===== src/rtl/pdf_pkg.sv =====
package pdf_pkg;

    // Fixed tap set, computed rather than tabulated.
    function automatic int coef_value(input int k);
        return ((k * 173 + 29) % 4001) - 2000;
    endfunction

endpackage


===== src/rtl/pdf_phase_seq.sv =====
module pdf_phase_seq #(
    parameter int DECIM = 20,
    parameter int PH_W  = 5
) (
    input  logic            clk,
    input  logic            rst_n,
    input  logic            slow_en,
    output logic [PH_W-1:0] phase_o,
    output logic            accept_o,
    output logic            emit_o
);

    typedef struct packed {
        logic [PH_W-1:0] cnt;
        logic            locked;
        logic            primed;
    } seq_t;

    seq_t s_d, s_q;

    always_comb begin
        s_d = s_q;
        if (slow_en) begin
            s_d.cnt    = (DECIM > 1) ? PH_W'(1) : '0;
            s_d.locked = 1'b1;
            s_d.primed = 1'b1;
        end else if (s_q.locked) begin
            s_d.cnt = (s_q.cnt == PH_W'(DECIM - 1)) ? '0 : s_q.cnt + PH_W'(1);
        end
    end

    always_ff @(posedge clk) begin
        if (!rst_n) s_q <= '0;
        else        s_q <= s_d;
    end

    assign phase_o  = slow_en ? '0 : s_q.cnt;
    assign accept_o = slow_en | s_q.locked;
    assign emit_o   = slow_en & s_q.primed;

endmodule


===== src/rtl/pdf_tap_bank.sv =====
module pdf_tap_bank #(
    parameter int DECIM  = 20,
    parameter int SLOTS  = 6,
    parameter int PH_W   = 5,
    parameter int IN_W   = 12,
    parameter int COEF_W = 16,
    parameter int PROD_W = 28
) (
    input  logic signed [IN_W-1:0]   sample_i,
    input  logic        [PH_W-1:0]   phase_i,
    output logic signed [PROD_W-1:0] prod_o [SLOTS]
);

    logic [PH_W-1:0] grp;

    // Phase c feeds tap group (DECIM - c) mod DECIM.
    always_comb begin
        grp = (phase_i == '0) ? '0 : PH_W'(DECIM) - phase_i;
    end

    for (genvar i = 0; i < SLOTS; i++) begin : g_slot
        logic signed [COEF_W-1:0] coef;
        always_comb begin
            coef      = COEF_W'(pdf_pkg::coef_value(int'(grp) + DECIM * i));
            prod_o[i] = PROD_W'(sample_i) * PROD_W'(coef);
        end
    end

endmodule


===== src/rtl/pdf_acc_chain.sv =====
module pdf_acc_chain #(
    parameter int SLOTS  = 6,
    parameter int PROD_W = 28,
    parameter int ACC_W  = 35
) (
    input  logic                     clk,
    input  logic                     rst_n,
    input  logic                     accept_i,
    input  logic                     boundary_i,
    input  logic signed [PROD_W-1:0] prod_i [SLOTS],
    output logic signed [ACC_W-1:0]  total_o
);

    typedef struct packed {
        logic [SLOTS-1:0][ACC_W-1:0] acc;
    } chain_t;

    chain_t c_d, c_q;

    always_comb begin
        c_d = c_q;
        if (accept_i) begin
            for (int i = 0; i < SLOTS; i++) begin
                if (boundary_i) begin
                    if (i == SLOTS - 1) c_d.acc[i] = '0;
                    else c_d.acc[i] = $signed(c_q.acc[i+1]) + ACC_W'(prod_i[i+1]);
                end else begin
                    c_d.acc[i] = $signed(c_q.acc[i]) + ACC_W'(prod_i[i]);
                end
            end
        end
    end

    always_ff @(posedge clk) begin
        if (!rst_n) c_q <= '0;
        else        c_q <= c_d;
    end

    assign total_o = $signed(c_q.acc[0]) + ACC_W'(prod_i[0]);

endmodule


===== src/rtl/poly_decim_fir.sv =====
module poly_decim_fir #(
    parameter int IN_W       = 12,
    parameter int COEF_W     = 16,
    parameter int NUM_TAPS   = 120,
    parameter int DECIM      = 20,
    parameter int NORM_SHIFT = 8,
    parameter int OUT_W      = IN_W + COEF_W + $clog2(NUM_TAPS) - NORM_SHIFT
) (
    input  logic                   clk,
    input  logic                   rst_n,
    input  logic                   slow_en,
    input  logic signed [IN_W-1:0] din,
    output logic [OUT_W-1:0]       dout,
    output logic                   dout_valid
);

    localparam int SLOTS  = NUM_TAPS / DECIM;
    localparam int PH_W   = (DECIM > 1) ? $clog2(DECIM) : 1;
    localparam int PROD_W = IN_W + COEF_W;
    localparam int ACC_W  = PROD_W + $clog2(NUM_TAPS);

    logic [PH_W-1:0]           phase;
    logic                      accept;
    logic                      emit;
    logic signed [PROD_W-1:0]  prod [SLOTS];
    logic signed [ACC_W-1:0]   total;

    pdf_phase_seq #(.DECIM(DECIM), .PH_W(PH_W)) u_seq (
        .clk(clk), .rst_n(rst_n), .slow_en(slow_en),
        .phase_o(phase), .accept_o(accept), .emit_o(emit)
    );

    pdf_tap_bank #(
        .DECIM(DECIM), .SLOTS(SLOTS), .PH_W(PH_W),
        .IN_W(IN_W), .COEF_W(COEF_W), .PROD_W(PROD_W)
    ) u_taps (
        .sample_i(din), .phase_i(phase), .prod_o(prod)
    );

    pdf_acc_chain #(.SLOTS(SLOTS), .PROD_W(PROD_W), .ACC_W(ACC_W)) u_chain (
        .clk(clk), .rst_n(rst_n), .accept_i(accept), .boundary_i(slow_en),
        .prod_i(prod), .total_o(total)
    );

    typedef struct packed {
        logic [OUT_W-1:0] data;
        logic             valid;
    } out_t;

    out_t o_d, o_q;

    always_comb begin
        o_d       = o_q;
        o_d.valid = emit;
        if (emit) o_d.data = OUT_W'(total >>> NORM_SHIFT);
    end

    always_ff @(posedge clk) begin
        if (!rst_n) o_q <= '0;
        else        o_q <= o_d;
    end

    assign dout       = o_q.data;
    assign dout_valid = o_q.valid;

endmodule


===== config.mk =====
export PLATFORM = sky130hd
export DESIGN_NAME = poly_decim_fir
export DESIGN_NICKNAME = d
export VERILOG_FILES = /design/src/rtl/pdf_pkg.sv /design/src/rtl/pdf_phase_seq.sv /design/src/rtl/pdf_tap_bank.sv /design/src/rtl/pdf_acc_chain.sv /design/src/rtl/poly_decim_fir.sv
export SDC_FILE = /design/constraint.sdc
export NUM_CORES = 2
export LEC_CHECK = 0
export CORE_ASPECT_RATIO = 0.7
export CORE_MARGIN = 3
export CORE_UTILIZATION = 64
export DETAILED_ROUTE_END_ITERATION = 8
export DONT_BUFFER_PORTS = 1
export PLACE_DENSITY = 0.8
export SLEW_MARGIN = 20
export SYNTH_ARGS = -nofsm -noshare
export SYNTH_HDL_FRONTEND = slang
export SYNTH_SLANG_ARGS = --single-unit
export TNS_END_PERCENT = 100

===== constraint.sdc =====
create_clock -name clk -period 41.3 [get_ports clk]
set_input_delay 4.13 -clock clk [delete_from_list [all_inputs] [get_ports clk]]
set_output_delay 4.13 -clock clk [all_outputs]
set_load 0.005 [all_outputs]

Word-level counts from Yosys, hierarchy flattened
Index checks and enable logic that the tools add are counted.

$add $sub $neg: 25. Multipliers: 12. Divide/modulo/power cells: 6. Eq/ne operators: 1. Mux-type cells: 11. Bitwise gates (word level): 3. Reduce and logical (&&, ||, !) cells: 3.

Operators with widths (number): 35-bit by 28-bit adder with 35-bit output (6); 35-bit 2-to-1 mux (6); 32-bit by 6-bit adder with 32-bit output, second input constant (6); 32-bit by 13-bit remainder unit with 32-bit output, second input constant (6); 12-bit by 16-bit multiplier with 28-bit output (6); 32-bit by 9-bit multiplier with 32-bit output, second input constant (5); 16-bit by 12-bit subtractor with 16-bit output, second input constant (6); 5-bit by 7-bit adder with 8-bit output, second input constant (2); 5-bit 2-to-1 mux (3); 5-bit by 6-bit adder with 7-bit output, second input constant (2); 5-bit by 8-bit multiplier with 13-bit output, second input constant (1); 5-bit by 5-bit adder with 6-bit output, second input constant (1); 5-bit by 1-bit adder with 5-bit output, second input constant (1); 5-bit equality test, second input constant (1); 5-bit logical NOT (1); 5-bit subtractor, first input constant (1); 1-bit 2-to-1 mux (2); 2-bit nonzero test (1); 2-bit OR reduction (1); 1-bit AND (1); 1-bit NOT (1); 1-bit OR (1).

Flip-flop bits (word level): 244. Bits of input ports: 15. Output and inout port bits: 28. Logic and storage cells: 72.

Logic depth before layout (Yosys ltp)
Depth in word-level cells: 11. Mapped depth: 96. Depth with buffers taken out: 88.

Hierarchy
Synthesis repeated with hierarchy kept, for this count alone.

Cell total of the unflattened synthesis: 9878. Area total of the unflattened synthesis: 79737.7 um^2.

Modules (own cells, without submodules): pdf_tap_bank (times used 1, cells an instance 7260, area each 59268.1 um^2, seq. area each 0.0 um^2); pdf_acc_chain (times used 1, cells an instance 2495, area each 19087.1 um^2, seq. area each 4204.0 um^2); poly_decim_fir (times used 1, cells an instance 88, area each 1064.8 um^2, seq. area each 560.5 um^2); pdf_phase_seq (times used 1, cells an instance 35, area each 317.8 um^2, seq. area each 120.1 um^2).

Worst setup path before layout
OpenSTA, ideal clock, no wires.

Path kind: input -> register. Start: input slow_en. End: register u_chain.c_q[173] (netlist name). Library setup time: 119 ps. Data arrival time: 24028 ps. Required time: 41181 ps. Path slack: 17153 ps. Stages on the path: 88. Path buffers: 6. Cell sequence: clkbuf_1 > inv_2 > nand2_1 > buf_1 > ha_1 > nor2b_1 > a2111oi_0 > nor2_1 > inv_2 > buf_2 > ha_1 > clkbuf_1 > nand2_1 > ha_1 > ha_1 > inv_1 > fa_1 > inv_1 > [... 52 more ...] > o21ai_0 > a21oi_1 > o21ai_0 > a21oi_1 > o21bai_1 > a21oi_1 > nor2b_1 > o21a_1 > o41ai_1 > o21ai_0 > or4_1 > o311ai_0 > o21ai_0 > o211ai_1 > o21ai_0 > xor2_1 > o21ai_0 > a21oi_1.

Longest elaborated chain between the ends: 11. Elaborated cells between the ends (all ways): 20. Those cells by class: add/sub: 9; mul: 4; div: 2; mux: 3; bitwise: 1; reduce/logical: 1.

RTL lines: from (decl) (RTL line poly_decim_fir.sv:11) `input logic slow_en,`; 5-bit 2-to-1 mux (RTL line pdf_phase_seq.sv:37) `assign phase_o = slow_en ? '0 : s_q.cnt;`; 5-bit subtractor / 5-bit logical NOT (equally long branches) (RTL line pdf_tap_bank.sv:18) `grp = (phase_i == '0) ? '0 : PH_W'(DECIM) - phase_i;`; 5-bit 2-to-1 mux (RTL line pdf_tap_bank.sv:18); 5-bit by 7-bit adder with 8-bit output (RTL line pdf_tap_bank.sv:24) `coef = COEF_W'(pdf_pkg::coef_value(int'(grp) + DECIM * i));`; 32-bit by 9-bit multiplier with 32-bit output (RTL line pdf_pkg.sv:5) `return ((k * 173 + 29) % 4001) - 2000;`; 32-bit by 6-bit adder with 32-bit output (RTL line pdf_pkg.sv:5); 32-bit by 13-bit remainder unit with 32-bit output (RTL line pdf_pkg.sv:5); 16-bit by 12-bit subtractor with 16-bit output (RTL line pdf_pkg.sv:5); 12-bit by 16-bit multiplier with 28-bit output (RTL line pdf_tap_bank.sv:25) `prod_o[i] = PROD_W'(sample_i) * PROD_W'(coef);`; 35-bit by 28-bit adder with 35-bit output (on tied branches) (RTL line pdf_acc_chain.sv:28, pdf_acc_chain.sv:26); 35-bit 2-to-1 mux (RTL line pdf_acc_chain.sv:24) `if (boundary_i) begin`; to (signal assigned) (RTL line pdf_acc_chain.sv:35) `if (!rst_n) c_q <= '0;`; to (signal assigned) (RTL line pdf_acc_chain.sv:36) `else c_q <= c_d;`; to (decl) (RTL line pdf_acc_chain.sv:18) `chain_t c_d, c_q;`.

Several ways; a longest one is shown, not always the timed one. A chain may end at the register's enable or synchronous reset.

Worst setup path after layout
Start: input slow_en. End: register u_chain.c_q[208] (netlist name).

Longest elaborated chain between the ends: 11. Elaborated cells between the ends (all ways): 13. Those cells by class: add/sub: 5; mul: 2; div: 1; mux: 3; bitwise: 1; reduce/logical: 1.

RTL lines: 5-bit 2-to-1 mux (RTL line pdf_phase_seq.sv:37); 5-bit subtractor / 5-bit logical NOT (equally long branches) (RTL line pdf_tap_bank.sv:18); 5-bit 2-to-1 mux (RTL line pdf_tap_bank.sv:18); 5-bit by 7-bit adder with 8-bit output (RTL line pdf_tap_bank.sv:24); 32-bit by 9-bit multiplier with 32-bit output (RTL line pdf_pkg.sv:5); 32-bit by 6-bit adder with 32-bit output (RTL line pdf_pkg.sv:5); 32-bit by 13-bit remainder unit with 32-bit output (RTL line pdf_pkg.sv:5); 16-bit by 12-bit subtractor with 16-bit output (RTL line pdf_pkg.sv:5); 12-bit by 16-bit multiplier with 28-bit output (RTL line pdf_tap_bank.sv:25); 35-bit by 28-bit adder with 35-bit output (RTL line pdf_acc_chain.sv:28) `c_d.acc[i] = $signed(c_q.acc[i]) + ACC_W'(prod_i[i]);`; 35-bit 2-to-1 mux (RTL line pdf_acc_chain.sv:24).

Several ways; a longest one is shown, not always the timed one.

==> summary.txt <==
Global route
  • Initial antenna violation count: 2
  • First-pass GRT wire length: 378 mm
  • GRT overflow: 0
  • Vias in the first global route: 67.5k
  • Gr usage total: 36.7%
  • Largest net degree at the start of global routing: 201

Floorplan
  • Die Wd: 430 microns
  • Top Ports: 43
  • Starting Density: 64.7%
  • Die Ht: 303 microns
  • Core ar.: 124000 sq um
  • DIE AREA: 130000 sq um
  • Row cnt: 108

Clocking
  • Post-CTS setup buffers: 0
  • CTS buffer count: 37
  • Max clock buf depth: 3
  • Clk_lat worst skew: 0.65 ns
  • CTS tree: built
  • CTS root buf: clkbuf_16
  • Post-CTS Resized: 0
  • Clock sinks: 244
  • Clock-pin slew on the worst setup and hold paths: 0.07 ns
  • Cts-stage hold buffer count: 0
  • CTS H-tree depth: 2

STA
  • Skew final: 0.0738 ns
  • Min Tclk post-route: 26.74 ns
  • Slew headroom: 24.4%
  • Final Cycle Share: 64.7%
  • Max frequency: 37.4 MHz
  • Endpoints failing setup: 0
  • Final hold vios: 0
  • Hold WS: 0.478 ns
  • Setup TNS: 0 ns
  • Final-report max-slew violation count: 0
  • RSZ-0062 raised after global routing: false
  • Slew @ Worst Pin: 1.13 ns

Flow run
  • Maxcap violations: 0

Synth
  • Yosys reg bits: 244
  • Mean post-synth cell area: 8.71 sq um
  • Post-Syn Instances: 9239
  • Async S/R FF share, synth: 0%
  • Ys Warns: 0
  • Post-synth cell types: 127
  • Mapped Nets: 11.5k
  • Primary FF master, synth: dfxtp_1
  • Post-synth EDFFs: 0
  • Sequential element share of the synthesized area: 6.07%
  • Post-Syn Area: 80500 sq um

Route
  • Via density per instance: 6.23
  • Routed Antenna Nets: 0
  • First-pass DRT Iterations: 6
  • Via Count: 66.4k
  • Number of remaining DRC errors: 0
  • DRT iter0 DRCs: 6784
  • DRT Wirelength: 236 mm
  • Wire per inst: 22.2 microns

Setup path
  • Critical Path Fanout Max: 200
  • Crit. End Element: flop
  • Worst EP required: 41.81 ns
  • Worst Setup SP: slow_en
  • Critical path class: in2reg
  • Worst r2r src: u_seq.s_q[4]$_SDFFE_PP0P_
  • Critical Path Start Type: input port
  • Worst path arrival time: 27.25 ns
  • Largest stage delay on the critical path: 0.91 ns
  • CP max stage cell: xnor2_1

Placement
  • GP Congestion: 0.999
  • Placed cell area: 82000 sq um
  • Port bufs: 0
  • Post-DP HPWL: 185 mm
  • Placed Cells: 10.6k

Run status
  • Outcome: finished, final reports clean

Final layout
  • Fin cells: 10.7k
  • Final nets: 11.2k
  • Fraction of layout cells with a size suffix above 1: 4.38%
  • FILL cells: 9912
  • Design area: 83200 sq um
  • P&R area growth vs syn: 3.41%

Min path
  • Min-delay worst type: reg2reg
  • HP Start: dout[0]$_SDFFE_PN0P_
Yosys cell counts (all sizes together) (15+ instances only):
master | instances | area share [%]
or2 | 80 | 0.62
dfxtp | 244 | 6.1
a211o | 42 | 0.46
a31oi | 62 | 0.51
nor3b | 16 | 0.15
o211a | 36 | 0.45
fa | 1465 | 36
inv | 1506 | 7.0
a211oi | 157 | 1.5
ha | 771 | 12
a21o | 84 | 0.78
xor2 | 122 | 1.4
nand2b | 129 | 1.0
o21a | 38 | 0.35
o21ai | 209 | 1.3
o311ai | 16 | 0.18
nor2 | 504 | 2.4
a2111oi | 21 | 0.30
nand2 | 1051 | 4.9
a31o | 22 | 0.24
o21bai | 85 | 0.79
nand4 | 33 | 0.26
xnor2 | 360 | 4.0
nor4 | 26 | 0.23
o211ai | 46 | 0.46
nor3 | 125 | 0.81
and2 | 363 | 2.8
a221oi | 20 | 0.25
a21oi | 430 | 2.7
o31ai | 46 | 0.46
nand3 | 107 | 0.67
clkbuf | 337 | 1.6
mux2 | 20 | 0.28
and3 | 50 | 0.39
or3 | 47 | 0.37
or4 | 15 | 0.14
nor2b | 73 | 0.57
buf | 75 | 0.44
mux2i | 146 | 1.8
o22ai | 15 | 0.12
a41oi | 16 | 0.19
path summary, 6_finish.rpt:
kind | to | slack, ns | cells past startpoint
worst max-delay path | u_chain.c_q[208]$_SDFFE_PN0P_ | 14.56 | 83
worst min-delay path | dout[0]$_SDFFE_PN0P_ | 0.48 | 2
worst max register to register | u_chain.c_q[208]$_SDFFE_PN0P_ | 17.94 | 78
worst min register to register | dout[0]$_SDFFE_PN0P_ | 0.48 | 2
flip-flops by register name (all words and copies together) (netlist names):
name and cells:
u_seq.s_q 6, dout_valid 1, u_chain.c_q 210, dout 27
critical path: cells and delay by family:
family	cells	cell delay, ns
compound gates	28	8.68
fa+ha+maj	17	6.68
xor+xnor	4	1.49
mux	1	0.15
simple gates	20	4.45
buf+inv	13	1.44
per-stage QoR:
step | setup slack [ns] | utilization, %
6_report | 14.56 | 66.9
3_3_place_gp | 15.14 | 66.0
2_1_floorplan | 17.15 | -
3_5_place_dp | 14.82 | 66.0
4_1_cts | 15.41 | 66.9
5_1_grt | 13.08 | 66.9
kinds of logic after synthesis:
family | synth area share [%]
compound gates | 13.1
xor+xnor | 5.35
fa+ha+maj | 48.4
buf+inv | 9.04
flops | 6.07
mux | 2.10
simple gates | 15.9
layout make-up:
class / count / area (sq um) / share of cell area, %
inverter: 1506 / 5660 / 6.81
multi-input combinational: 7077 / 68500 / 82.4
clock inverter: 12 / 156 / 0.188
tap: 1650 / 2060 / 2.48
antenna: 2 / 5.00 / 0.00601
timing repair buffer: 116 / 883 / 1.06
clock buffer: 50 / 1020 / 1.23
sequential: 244 / 4890 / 5.87
cell usage in the layout, fill, tap and decap left out, types with 191 or more instances in the layout:
master | synthesis | routed
and2_1 | 359 | 359
fa_1 | 1465 | 1464
o21ai_0 | 193 | 191
nor2_1 | 502 | 501
nand2_1 | 1050 | 1049
inv_1 | 1503 | 1501
dfxtp_1 | 244 | 243
xnor2_1 | 355 | 340
ha_1 | 771 | 771
a21oi_1 | 426 | 426
metal layers:
layer  GRT usage [%]  part of all wire (%)  wire [microns]  up-vias
li1                -                     -               -    29300
met1            54.2                    43          101000    33100
met2            54.1                    42           99400     3531
met3            9.53                    12           29300      428
met4            9.00                   2.6            6050        2
met5           0.291                 0.022              53        -
Power is not shown: default switching activity piles up to over one toggle a cycle in this logic, so the estimate is an artifact.
